**config.mk**
```make
export PLATFORM = sky130hd
export DESIGN_NAME = sdw_completer_bridge
export DESIGN_NICKNAME = d
export VERILOG_FILES = /design/src/rtl/sdw_pkg.sv /design/src/rtl/sdw_decode.sv /design/src/rtl/sdw_ctrl.sv /design/src/rtl/sdw_irq.sv /design/src/rtl/sdw_completer_bridge.sv
export SDC_FILE = /design/constraint.sdc
export NUM_CORES = 1
export LEC_CHECK = 0
export ABC_AREA = 1
export BUFFER_PORTS_ARGS = -buffer_cell sky130_fd_sc_hd__buf_2
export CORE_AREA = 2 2 115 117
export DETAILED_ROUTE_END_ITERATION = 8
export DIE_AREA = 0 0 117 119
export GPL_ROUTABILITY_DRIVEN = 0
export PLACE_DENSITY_LB_ADDON = 0.25
export REMOVE_ABC_BUFFERS = 1
export SLEW_MARGIN = 40
export SYNTH_ARGS = -nofsm -noshare
export SYNTH_HDL_FRONTEND = slang
export SYNTH_SLANG_ARGS = --single-unit
```
**constraint.sdc**
```tcl
create_clock -name clk -period 9.4 [get_ports clk]
set_clock_uncertainty 0.05 [all_clocks]
set_input_delay 1.41 -clock clk [delete_from_list [all_inputs] [get_ports clk]]
set_output_delay 1.41 -clock clk [all_outputs]
set_load 0.01 [all_outputs]
```
**src/rtl/sdw_pkg.sv**
```systemverilog
// Shared types and codes for the single-dword completer bridge.
// Assumes requests arrive already split into header fields.
package sdw_pkg;
    typedef enum logic [1:0] {
        RQ_MRD   = 2'b00,
        RQ_MWR   = 2'b01,
        RQ_NP_OT = 2'b10,
        RQ_P_OT  = 2'b11
    } rq_cmd_e;

    typedef enum logic [1:0] {
        ACT_DROP,
        ACT_READ,
        ACT_WRITE,
        ACT_ABORT
    } act_e;

    typedef enum logic [2:0] {
        ST_IDLE,
        ST_RD,
        ST_RWAIT,
        ST_WR,
        ST_CPL
    } st_e;

    localparam logic [2:0] CPL_OK = 3'b000;
    localparam logic [2:0] CPL_CA = 3'b100;

    localparam logic [1:0] IRQ_INTX_ON  = 2'b01;
    localparam logic [1:0] IRQ_INTX_OFF = 2'b10;
    localparam logic [1:0] IRQ_MSI      = 2'b11;
endpackage

```
**src/rtl/sdw_decode.sv**
```systemverilog
// Request classifier and lower-address builder.
// Purely combinational. Assumes the fields are stable while rx_valid is high.
module sdw_decode #(
    parameter int LEN_W = 10,
    parameter int BE_W  = 4,
    parameter int LA_W  = 7
) (
    input  logic [1:0]      cmd,
    input  logic [LEN_W-1:0] len,
    input  logic [LA_W-1:2] addr_lo,
    input  logic [BE_W-1:0] be,
    output sdw_pkg::act_e   act,
    output logic [LA_W-1:0] low_addr
);
    import sdw_pkg::*;

    localparam int IDX_W = $clog2(BE_W);

    logic       one_dw;
    logic [1:0] be_idx;

    assign one_dw = (len == LEN_W'(1));

    // Map command class and length to an action.
    always_comb begin
        unique case (rq_cmd_e'(cmd))
            RQ_MRD:   act = one_dw ? ACT_READ  : ACT_ABORT;
            RQ_MWR:   act = one_dw ? ACT_WRITE : ACT_DROP;
            RQ_NP_OT: act = ACT_ABORT;
            default:  act = ACT_DROP;
        endcase
    end

    // Find the lowest enabled byte lane.
    always_comb begin
        be_idx = '0;
        for (int i = BE_W - 1; i >= 0; i--) begin
            if (be[i]) be_idx = 2'(i);
        end
    end

    assign low_addr = {addr_lo, be_idx[IDX_W-1:0]};
endmodule

```
**src/rtl/sdw_ctrl.sv**
```systemverilog
// Request sequencer. It accepts one request, runs one master access or
// builds an abort, and returns a completion when one is due.
// Assumes the master slave gives read data after the read command is taken.
module sdw_ctrl #(
    parameter int ADDR_W = 32,
    parameter int DATA_W = 32,
    parameter int RID_W  = 16,
    parameter int TAG_W  = 8,
    parameter int LA_W   = 7,
    parameter int BC_W   = 12,
    localparam int BE_W  = DATA_W / 8
) (
    input  logic              clk,
    input  logic              rst_n,
    input  logic              rx_valid,
    output logic              rx_ready,
    input  sdw_pkg::act_e     act,
    input  logic [ADDR_W-1:0] rx_addr,
    input  logic [BE_W-1:0]   rx_be,
    input  logic [DATA_W-1:0] rx_data,
    input  logic [RID_W-1:0]  rx_req_id,
    input  logic [TAG_W-1:0]  rx_tag,
    input  logic [LA_W-1:0]   low_addr,
    output logic              m_read,
    output logic              m_write,
    output logic [ADDR_W-1:0] m_addr,
    output logic [DATA_W-1:0] m_wdata,
    output logic [BE_W-1:0]   m_be,
    input  logic              m_wait,
    input  logic [DATA_W-1:0] m_rdata,
    input  logic              m_rvalid,
    output logic              cpl_valid,
    input  logic              cpl_ready,
    output logic [2:0]        cpl_status,
    output logic              cpl_has_data,
    output logic [RID_W-1:0]  cpl_req_id,
    output logic [TAG_W-1:0]  cpl_tag,
    output logic [BC_W-1:0]   cpl_byte_cnt,
    output logic [LA_W-1:0]   cpl_lower_addr,
    output logic [DATA_W-1:0] cpl_data
);
    import sdw_pkg::*;

    localparam logic [BC_W-1:0] DW_BYTES = BC_W'(BE_W);

    st_e               state_q;
    logic [2:0]        status_q;
    logic              hasd_q;
    logic [ADDR_W-1:0] addr_q;
    logic [DATA_W-1:0] wdata_q;
    logic [DATA_W-1:0] rdata_q;
    logic [BE_W-1:0]   be_q;
    logic [RID_W-1:0]  rid_q;
    logic [TAG_W-1:0]  tag_q;
    logic [LA_W-1:0]   la_q;
    logic              accept;

    assign accept = rx_valid && (state_q == ST_IDLE);

    // Step the request sequence.
    always_ff @(posedge clk) begin
        if (!rst_n) begin
            state_q  <= ST_IDLE;
            status_q <= CPL_OK;
            hasd_q   <= 1'b0;
        end else begin
            unique case (state_q)
                ST_IDLE: if (rx_valid) begin
                    unique case (act)
                        ACT_READ:  state_q <= ST_RD;
                        ACT_WRITE: state_q <= ST_WR;
                        ACT_ABORT: begin
                            state_q  <= ST_CPL;
                            status_q <= CPL_CA;
                            hasd_q   <= 1'b0;
                        end
                        default:   state_q <= ST_IDLE;
                    endcase
                end
                ST_RD:    if (!m_wait) state_q <= ST_RWAIT;
                ST_RWAIT: if (m_rvalid) begin
                    state_q  <= ST_CPL;
                    status_q <= CPL_OK;
                    hasd_q   <= 1'b1;
                end
                ST_WR:    if (!m_wait) state_q <= ST_IDLE;
                ST_CPL:   if (cpl_ready) state_q <= ST_IDLE;
                default:  state_q <= ST_IDLE;
            endcase
        end
    end

    // Latch the request fields when a request is taken.
    always_ff @(posedge clk) begin
        if (accept) begin
            addr_q  <= rx_addr;
            wdata_q <= rx_data;
            be_q    <= rx_be;
            rid_q   <= rx_req_id;
            tag_q   <= rx_tag;
            la_q    <= low_addr;
        end
    end

    // Capture returned read data.
    always_ff @(posedge clk) begin
        if (state_q == ST_RWAIT && m_rvalid) rdata_q <= m_rdata;
    end

    assign rx_ready       = (state_q == ST_IDLE);
    assign m_read         = (state_q == ST_RD);
    assign m_write        = (state_q == ST_WR);
    assign m_addr         = addr_q;
    assign m_wdata        = wdata_q;
    assign m_be           = be_q;
    assign cpl_valid      = (state_q == ST_CPL);
    assign cpl_status     = status_q;
    assign cpl_has_data   = hasd_q;
    assign cpl_req_id     = rid_q;
    assign cpl_tag        = tag_q;
    assign cpl_byte_cnt   = DW_BYTES;
    assign cpl_lower_addr = la_q;
    assign cpl_data       = rdata_q;

    // a one-dword read starts a master read next cycle.
    a_r1_read_issued: assert property (@(posedge clk) disable iff (!rst_n)
        (rx_valid && rx_ready && act == ACT_READ) |=> m_read);
    // a one-dword write starts a master write next cycle.
    a_r2_write_issued: assert property (@(posedge clk) disable iff (!rst_n)
        (rx_valid && rx_ready && act == ACT_WRITE) |=> m_write && !cpl_valid);
    // an abort goes straight to a data-less abort completion.
    a_r3_abort_cpl: assert property (@(posedge clk) disable iff (!rst_n)
        (rx_valid && rx_ready && act == ACT_ABORT) |=>
        cpl_valid && cpl_status == CPL_CA && !cpl_has_data && !m_read);
    // a dropped request leaves the bridge idle.
    a_r4_drop_idle: assert property (@(posedge clk) disable iff (!rst_n)
        (rx_valid && rx_ready && act == ACT_DROP) |=>
        rx_ready && !m_write && !m_read && !cpl_valid);
    // stalled read command is held.
    a_r8_read_hold: assert property (@(posedge clk) disable iff (!rst_n)
        (m_read && m_wait) |=> m_read && $stable(m_addr));
    // stalled write command is held.
    a_r8_write_hold: assert property (@(posedge clk) disable iff (!rst_n)
        (m_write && m_wait) |=> m_write && $stable(m_addr) && $stable(m_wdata) && $stable(m_be));
    // an unaccepted completion is held.
    a_r12_cpl_hold: assert property (@(posedge clk) disable iff (!rst_n)
        (cpl_valid && !cpl_ready) |=>
        cpl_valid && $stable(cpl_tag) && $stable(cpl_status) && $stable(cpl_data));
    // at most one of the busy indications at a time.
    a_r6_one_busy: assert property (@(posedge clk) disable iff (!rst_n)
        $onehot0({rx_ready, m_read, m_write, cpl_valid}));
endmodule

```
**src/rtl/sdw_irq.sv**
```systemverilog
// Interrupt forwarder for one source. It emits INTx assert and deassert
// messages, or one MSI request per rising edge, as set by a static mode input.
// Assumes irq_in is already synchronous to clk.
module sdw_irq (
    input  logic       clk,
    input  logic       rst_n,
    input  logic       irq_in,
    input  logic       irq_use_msi,
    output logic       irq_msg_valid,
    input  logic       irq_msg_ready,
    output logic [1:0] irq_msg_kind
);
    import sdw_pkg::*;

    logic irq_s, sent_lvl, msi_pend, valid_q;
    logic [1:0] kind_q;
    logic take, free, rise, pend_n;

    assign take   = valid_q && irq_msg_ready;
    assign free   = !valid_q || take;
    assign rise   = irq_in && !irq_s;
    assign pend_n = msi_pend || rise;

    // Track edges and issue one message at a time.
    always_ff @(posedge clk) begin
        if (!rst_n) begin
            irq_s    <= 1'b0;
            sent_lvl <= 1'b0;
            msi_pend <= 1'b0;
            valid_q  <= 1'b0;
            kind_q   <= IRQ_INTX_OFF;
        end else begin
            irq_s <= irq_in;
            if (irq_use_msi) begin
                if (free && pend_n) begin
                    valid_q  <= 1'b1;
                    kind_q   <= IRQ_MSI;
                    msi_pend <= 1'b0;
                end else begin
                    msi_pend <= pend_n;
                    if (take) valid_q <= 1'b0;
                end
            end else begin
                msi_pend <= 1'b0;
                if (free && (irq_in != sent_lvl)) begin
                    valid_q  <= 1'b1;
                    kind_q   <= irq_in ? IRQ_INTX_ON : IRQ_INTX_OFF;
                    sent_lvl <= irq_in;
                end else if (take) begin
                    valid_q <= 1'b0;
                end
            end
        end
    end

    assign irq_msg_valid = valid_q;
    assign irq_msg_kind  = kind_q;

    // a pending message is held until accepted.
    a_r12_msg_hold: assert property (@(posedge clk) disable iff (!rst_n)
        (irq_msg_valid && !irq_msg_ready) |=> irq_msg_valid && $stable(irq_msg_kind));
    // MSI mode only sends MSI requests.
    a_r10_msi_kind: assert property (@(posedge clk) disable iff (!rst_n)
        (irq_use_msi && $rose(irq_msg_valid)) |-> irq_msg_kind == IRQ_MSI);
    // INTx mode never sends an MSI request.
    a_r9_intx_kind: assert property (@(posedge clk) disable iff (!rst_n)
        (!irq_use_msi && $rose(irq_msg_valid)) |-> irq_msg_kind != IRQ_MSI);
endmodule

```
**src/rtl/sdw_completer_bridge.sv**
```systemverilog
// Top of the single-dword completer bridge. It ties the classifier, the
// request sequencer and the interrupt forwarder together.
// Assumes a well-formed request header is presented with rx_valid.
module sdw_completer_bridge #(
    parameter int ADDR_W = 32,
    parameter int DATA_W = 32,
    parameter int LEN_W  = 10,
    parameter int RID_W  = 16,
    parameter int TAG_W  = 8,
    parameter int BC_W   = 12,
    localparam int BE_W  = DATA_W / 8,
    localparam int LA_W  = 7
) (
    input  logic              clk,
    input  logic              rst_n,
    input  logic              rx_valid,
    output logic              rx_ready,
    input  logic [1:0]        rx_cmd,
    input  logic [LEN_W-1:0]  rx_len,
    input  logic [ADDR_W-1:0] rx_addr,
    input  logic [BE_W-1:0]   rx_be,
    input  logic [DATA_W-1:0] rx_data,
    input  logic [RID_W-1:0]  rx_req_id,
    input  logic [TAG_W-1:0]  rx_tag,
    output logic              m_read,
    output logic              m_write,
    output logic [ADDR_W-1:0] m_addr,
    output logic [DATA_W-1:0] m_wdata,
    output logic [BE_W-1:0]   m_be,
    input  logic              m_wait,
    input  logic [DATA_W-1:0] m_rdata,
    input  logic              m_rvalid,
    output logic              cpl_valid,
    input  logic              cpl_ready,
    output logic [2:0]        cpl_status,
    output logic              cpl_has_data,
    output logic [RID_W-1:0]  cpl_req_id,
    output logic [TAG_W-1:0]  cpl_tag,
    output logic [BC_W-1:0]   cpl_byte_cnt,
    output logic [LA_W-1:0]   cpl_lower_addr,
    output logic [DATA_W-1:0] cpl_data,
    input  logic              irq_in,
    input  logic              irq_use_msi,
    output logic              irq_msg_valid,
    input  logic              irq_msg_ready,
    output logic [1:0]        irq_msg_kind
);
    sdw_pkg::act_e   act;
    logic [LA_W-1:0] low_addr;

    sdw_decode #(.LEN_W(LEN_W), .BE_W(BE_W), .LA_W(LA_W)) u_decode (
        .cmd      (rx_cmd),
        .len      (rx_len),
        .addr_lo  (rx_addr[LA_W-1:2]),
        .be       (rx_be),
        .act      (act),
        .low_addr (low_addr)
    );

    sdw_ctrl #(
        .ADDR_W(ADDR_W), .DATA_W(DATA_W), .RID_W(RID_W),
        .TAG_W(TAG_W), .LA_W(LA_W), .BC_W(BC_W)
    ) u_ctrl (
        .clk            (clk),
        .rst_n          (rst_n),
        .rx_valid       (rx_valid),
        .rx_ready       (rx_ready),
        .act            (act),
        .rx_addr        (rx_addr),
        .rx_be          (rx_be),
        .rx_data        (rx_data),
        .rx_req_id      (rx_req_id),
        .rx_tag         (rx_tag),
        .low_addr       (low_addr),
        .m_read         (m_read),
        .m_write        (m_write),
        .m_addr         (m_addr),
        .m_wdata        (m_wdata),
        .m_be           (m_be),
        .m_wait         (m_wait),
        .m_rdata        (m_rdata),
        .m_rvalid       (m_rvalid),
        .cpl_valid      (cpl_valid),
        .cpl_ready      (cpl_ready),
        .cpl_status     (cpl_status),
        .cpl_has_data   (cpl_has_data),
        .cpl_req_id     (cpl_req_id),
        .cpl_tag        (cpl_tag),
        .cpl_byte_cnt   (cpl_byte_cnt),
        .cpl_lower_addr (cpl_lower_addr),
        .cpl_data       (cpl_data)
    );

    sdw_irq u_irq (
        .clk           (clk),
        .rst_n         (rst_n),
        .irq_in        (irq_in),
        .irq_use_msi   (irq_use_msi),
        .irq_msg_valid (irq_msg_valid),
        .irq_msg_ready (irq_msg_ready),
        .irq_msg_kind  (irq_msg_kind)
    );
endmodule

```
==> results.yml <==
critical_path:
  rr_endpoint: "u_ctrl.cpl_lower_addr[4]$_DFFE_PP_"
  cp.arrival_ps: 2820
  rrSetupSlack_ps: 7140
  cp_max_fo: 53
  worst_setup_path_start_kind: "input port"
  startpoint: "rx_valid"
  r2r_start: "u_ctrl.state_q[2]$_SDFFE_PN0P_"
  crit_path_end: "u_ctrl.cpl_lower_addr[4]$_DFFE_PP_"
  cp-end-kind: "flop"
  worstPathRequired_ps: 9390
  worstSetupPathType: "in2reg"
  reg2regPathDepth: 5
power:
  p_leak_uw: 0.00303
  cellPowerDensity_nw_per_um2: 283
  peakVddDrop_mv: 0.124
synthesis:
  synthXorXnorAreaFrac: 0.00189
  syn_area_per_cell_sq_um: 17.7
  yosys_warnings: 0
  synthFlopType: "edfxtp_1"
  netlist_area_sq_um: 4630
  synth.distinct_cells: 24
  synth-simple-area-share: 0.0613
  synth.area.mux_share: 0
  synth-seq-area-share: 0.864
  synth_edf_count: 126
  synth_top_family_by_area: "simple AND/OR/NAND/NOR gates"
  synthArstFlopShare: 0
  postSynthRegisterBits: 137
  synth_cells: 261
  synthAdderAreaFrac: 0.00810
  synth-compound-area-share: 0.0113
clocking:
  cts_made_buffers: 17
  clkTransAtPathRegs_ps: 50
  tritoncts: "built"
  h-tree-depth: 4
  cts_num_sinks: 137
  cts-root-buf: "clkbuf_16"
  insertion_delay_ps: 400
  cts_resized: 0
  clockBufferDepth: 2
  post_cts_buffers: 0
  cts_hold_buf: 0
layout:
  layout.cells.non_filler: 745
  flow.area_growth_from_synthesis_pct: 46.5
  final_nets: 704
  design_area_sq_um: 6790
  drive_gt1_frac: 0.574
  n_fill_cell: 1117
drt:
  first_pass_iters: 4
  first_iter_violations: 164
  via_per_inst: 4.23
  wirelength_um: 10800
  routedWlPerCell_um: 14.5
  drc_errors: 0
  vias: 3153
  antenna_left: 0
placed_design:
  dp_cells: 713
  pre_cts_ws_ps: 6110
  hpwl_um: 8380
  postPlaceCellArea_sq_um: 6180
  io_buffers: 284
timing:
  rsz0062_at_grt: "no"
  drv_slew: 0
  max_freq_mhz: 353
  fin_crit_sh: 0.301
  finalSetupViolCount: 0
  max-slew-margin-rel: 0.554
  fin_ws_ps: 6570
  worst_pin_slew_ps: 669
  fin_setup_tns_ps: 0
  fin_crit_ps: 2830
  hold_violations: 0
global_route:
  grt_pass1_wl_um: 15400
  antenna_found_initial: 1
  grt_use_total: 0.153
  overflow: 0
  grt_max_degree: 54
  grt_pass1_vias: 2986
floorplanning:
  rows: 42
  die-height_um: 119
  io_pins: 299
  die_x_um: 117
  start_util: 0.360
  core_sq_um: 12900
  die_area_sq_um: 13900
job:
  cap_violations: 0
status:
  run_status: "finished, final reports clean"
min_path:
  hp-class: "reg2reg"
## cell usage in the layout, fill, tap and decap left out, types with 4 or more instances in the layout
master     instances
buf_2            284
edfxtp_1         126
nand2_1           24
nor2_1            21
clkbuf_16         17
inv_1             14
conb_1            14
dfxtp_1           11
nand3_1            8
inv_2              7
a21oi_1            5
nor3_1             4
clkinv_2           4
bufinv_16          4
## sequential cells by signal (all words and copies together), names as in the netlist, 2 cells and up
signal / count
u_irq.irq_msg_kind: 2
u_ctrl.cpl_data: 32
u_ctrl.m_wdata: 32
u_ctrl.cpl_lower_addr: 6
u_ctrl.m_addr: 28
u_ctrl.state_q: 3
u_ctrl.cpl_tag: 8
u_ctrl.m_be: 4
u_ctrl.cpl_req_id: 16
## synthesized netlist by cell type, drive strengths merged, types with 3 or more instances
| cell | instances | area [sq um] |
|---|---|---|
| edfxtp | 126 | 3780 |
| nand2 | 25 | 96.4 |
| nor2 | 23 | 96.4 |
| buf | 21 | 155 |
| inv | 21 | 78.8 |
| dfxtp | 11 | 220 |
| nand3 | 8 | 40.0 |
| a21oi | 5 | 25.0 |
| nor3 | 5 | 25.0 |
| o21ai | 4 | 20.0 |
| ha | 3 | 37.5 |
## power by group
| part | internal (uW) | switching (uW) |
|---|---|---|
| Combinational | 130 | 240 |
| Sequential | 835 | 40.4 |
| Clock | 439 | 235 |
## how the worst min path moves through the flow
stage	startpoint	endpoint	cells past startpoint
CTS	u_ctrl.cpl_status[2]$_SDFFE_PN0P_	u_ctrl.cpl_status[2]$_SDFFE_PN0P_	2
finish	u_ctrl.cpl_status[2]$_SDFFE_PN0P_	u_ctrl.cpl_status[2]$_SDFFE_PN0P_	2
global route	u_ctrl.cpl_status[2]$_SDFFE_PN0P_	u_ctrl.cpl_status[2]$_SDFFE_PN0P_	2
global placement	u_ctrl.cpl_status[2]$_SDFFE_PN0P_	u_ctrl.cpl_status[2]$_SDFFE_PN0P_	2
detailed placement	u_ctrl.cpl_status[2]$_SDFFE_PN0P_	u_ctrl.cpl_status[2]$_SDFFE_PN0P_	2
floorplan	u_ctrl.cpl_status[2]$_SDFFE_PN0P_	u_ctrl.cpl_status[2]$_SDFFE_PN0P_	2
## stage by stage
stage	hold WS, ps	power (uW)	util
finish	395	1920	0.527
global route	412	2020	0.527
CTS	398	1950	0.527
detailed placement	389	1270	0.480
global placement	386	1260	0.480
floorplan	419	1100	-
## cells by family after synthesis
family,Yosys count
and+or+nand+nor,65
adders and majority gates,3
xor gates and xnor gates,1
buffers and inverters,43
other,2
DFF,137
AOI/OAI and AO/OA,10
## cell type report
cell class / count / area, sq um / area share
clock buffers: 17 / 425 / 0.0627
well taps: 176 / 220 / 0.0324
clock inverters: 14 / 180 / 0.0265
flip-flops and latches: 137 / 4000 / 0.590
diodes: 1 / 2.50 / 0.000369
inverters: 21 / 78.8 / 0.0116
multi-input cells: 93 / 440 / 0.0649
repair buffers: 286 / 1440 / 0.212
## worst max-delay path, stage by stage
cell    delay, ps
buf_2          70
inv_1          60
nor3_2        140
buf_4         450
buf_4         630
## routing by layer
layer	wire length (um)	track usage	vias to the layer above
met1	3900	0.163	1471
met3	994	0.0611	19
met2	5720	0.262	166
li1	-	-	1495
met4	212	0.0684	2
met5	11	0	-
Note: power is estimated with default switching activity, not from simulation.
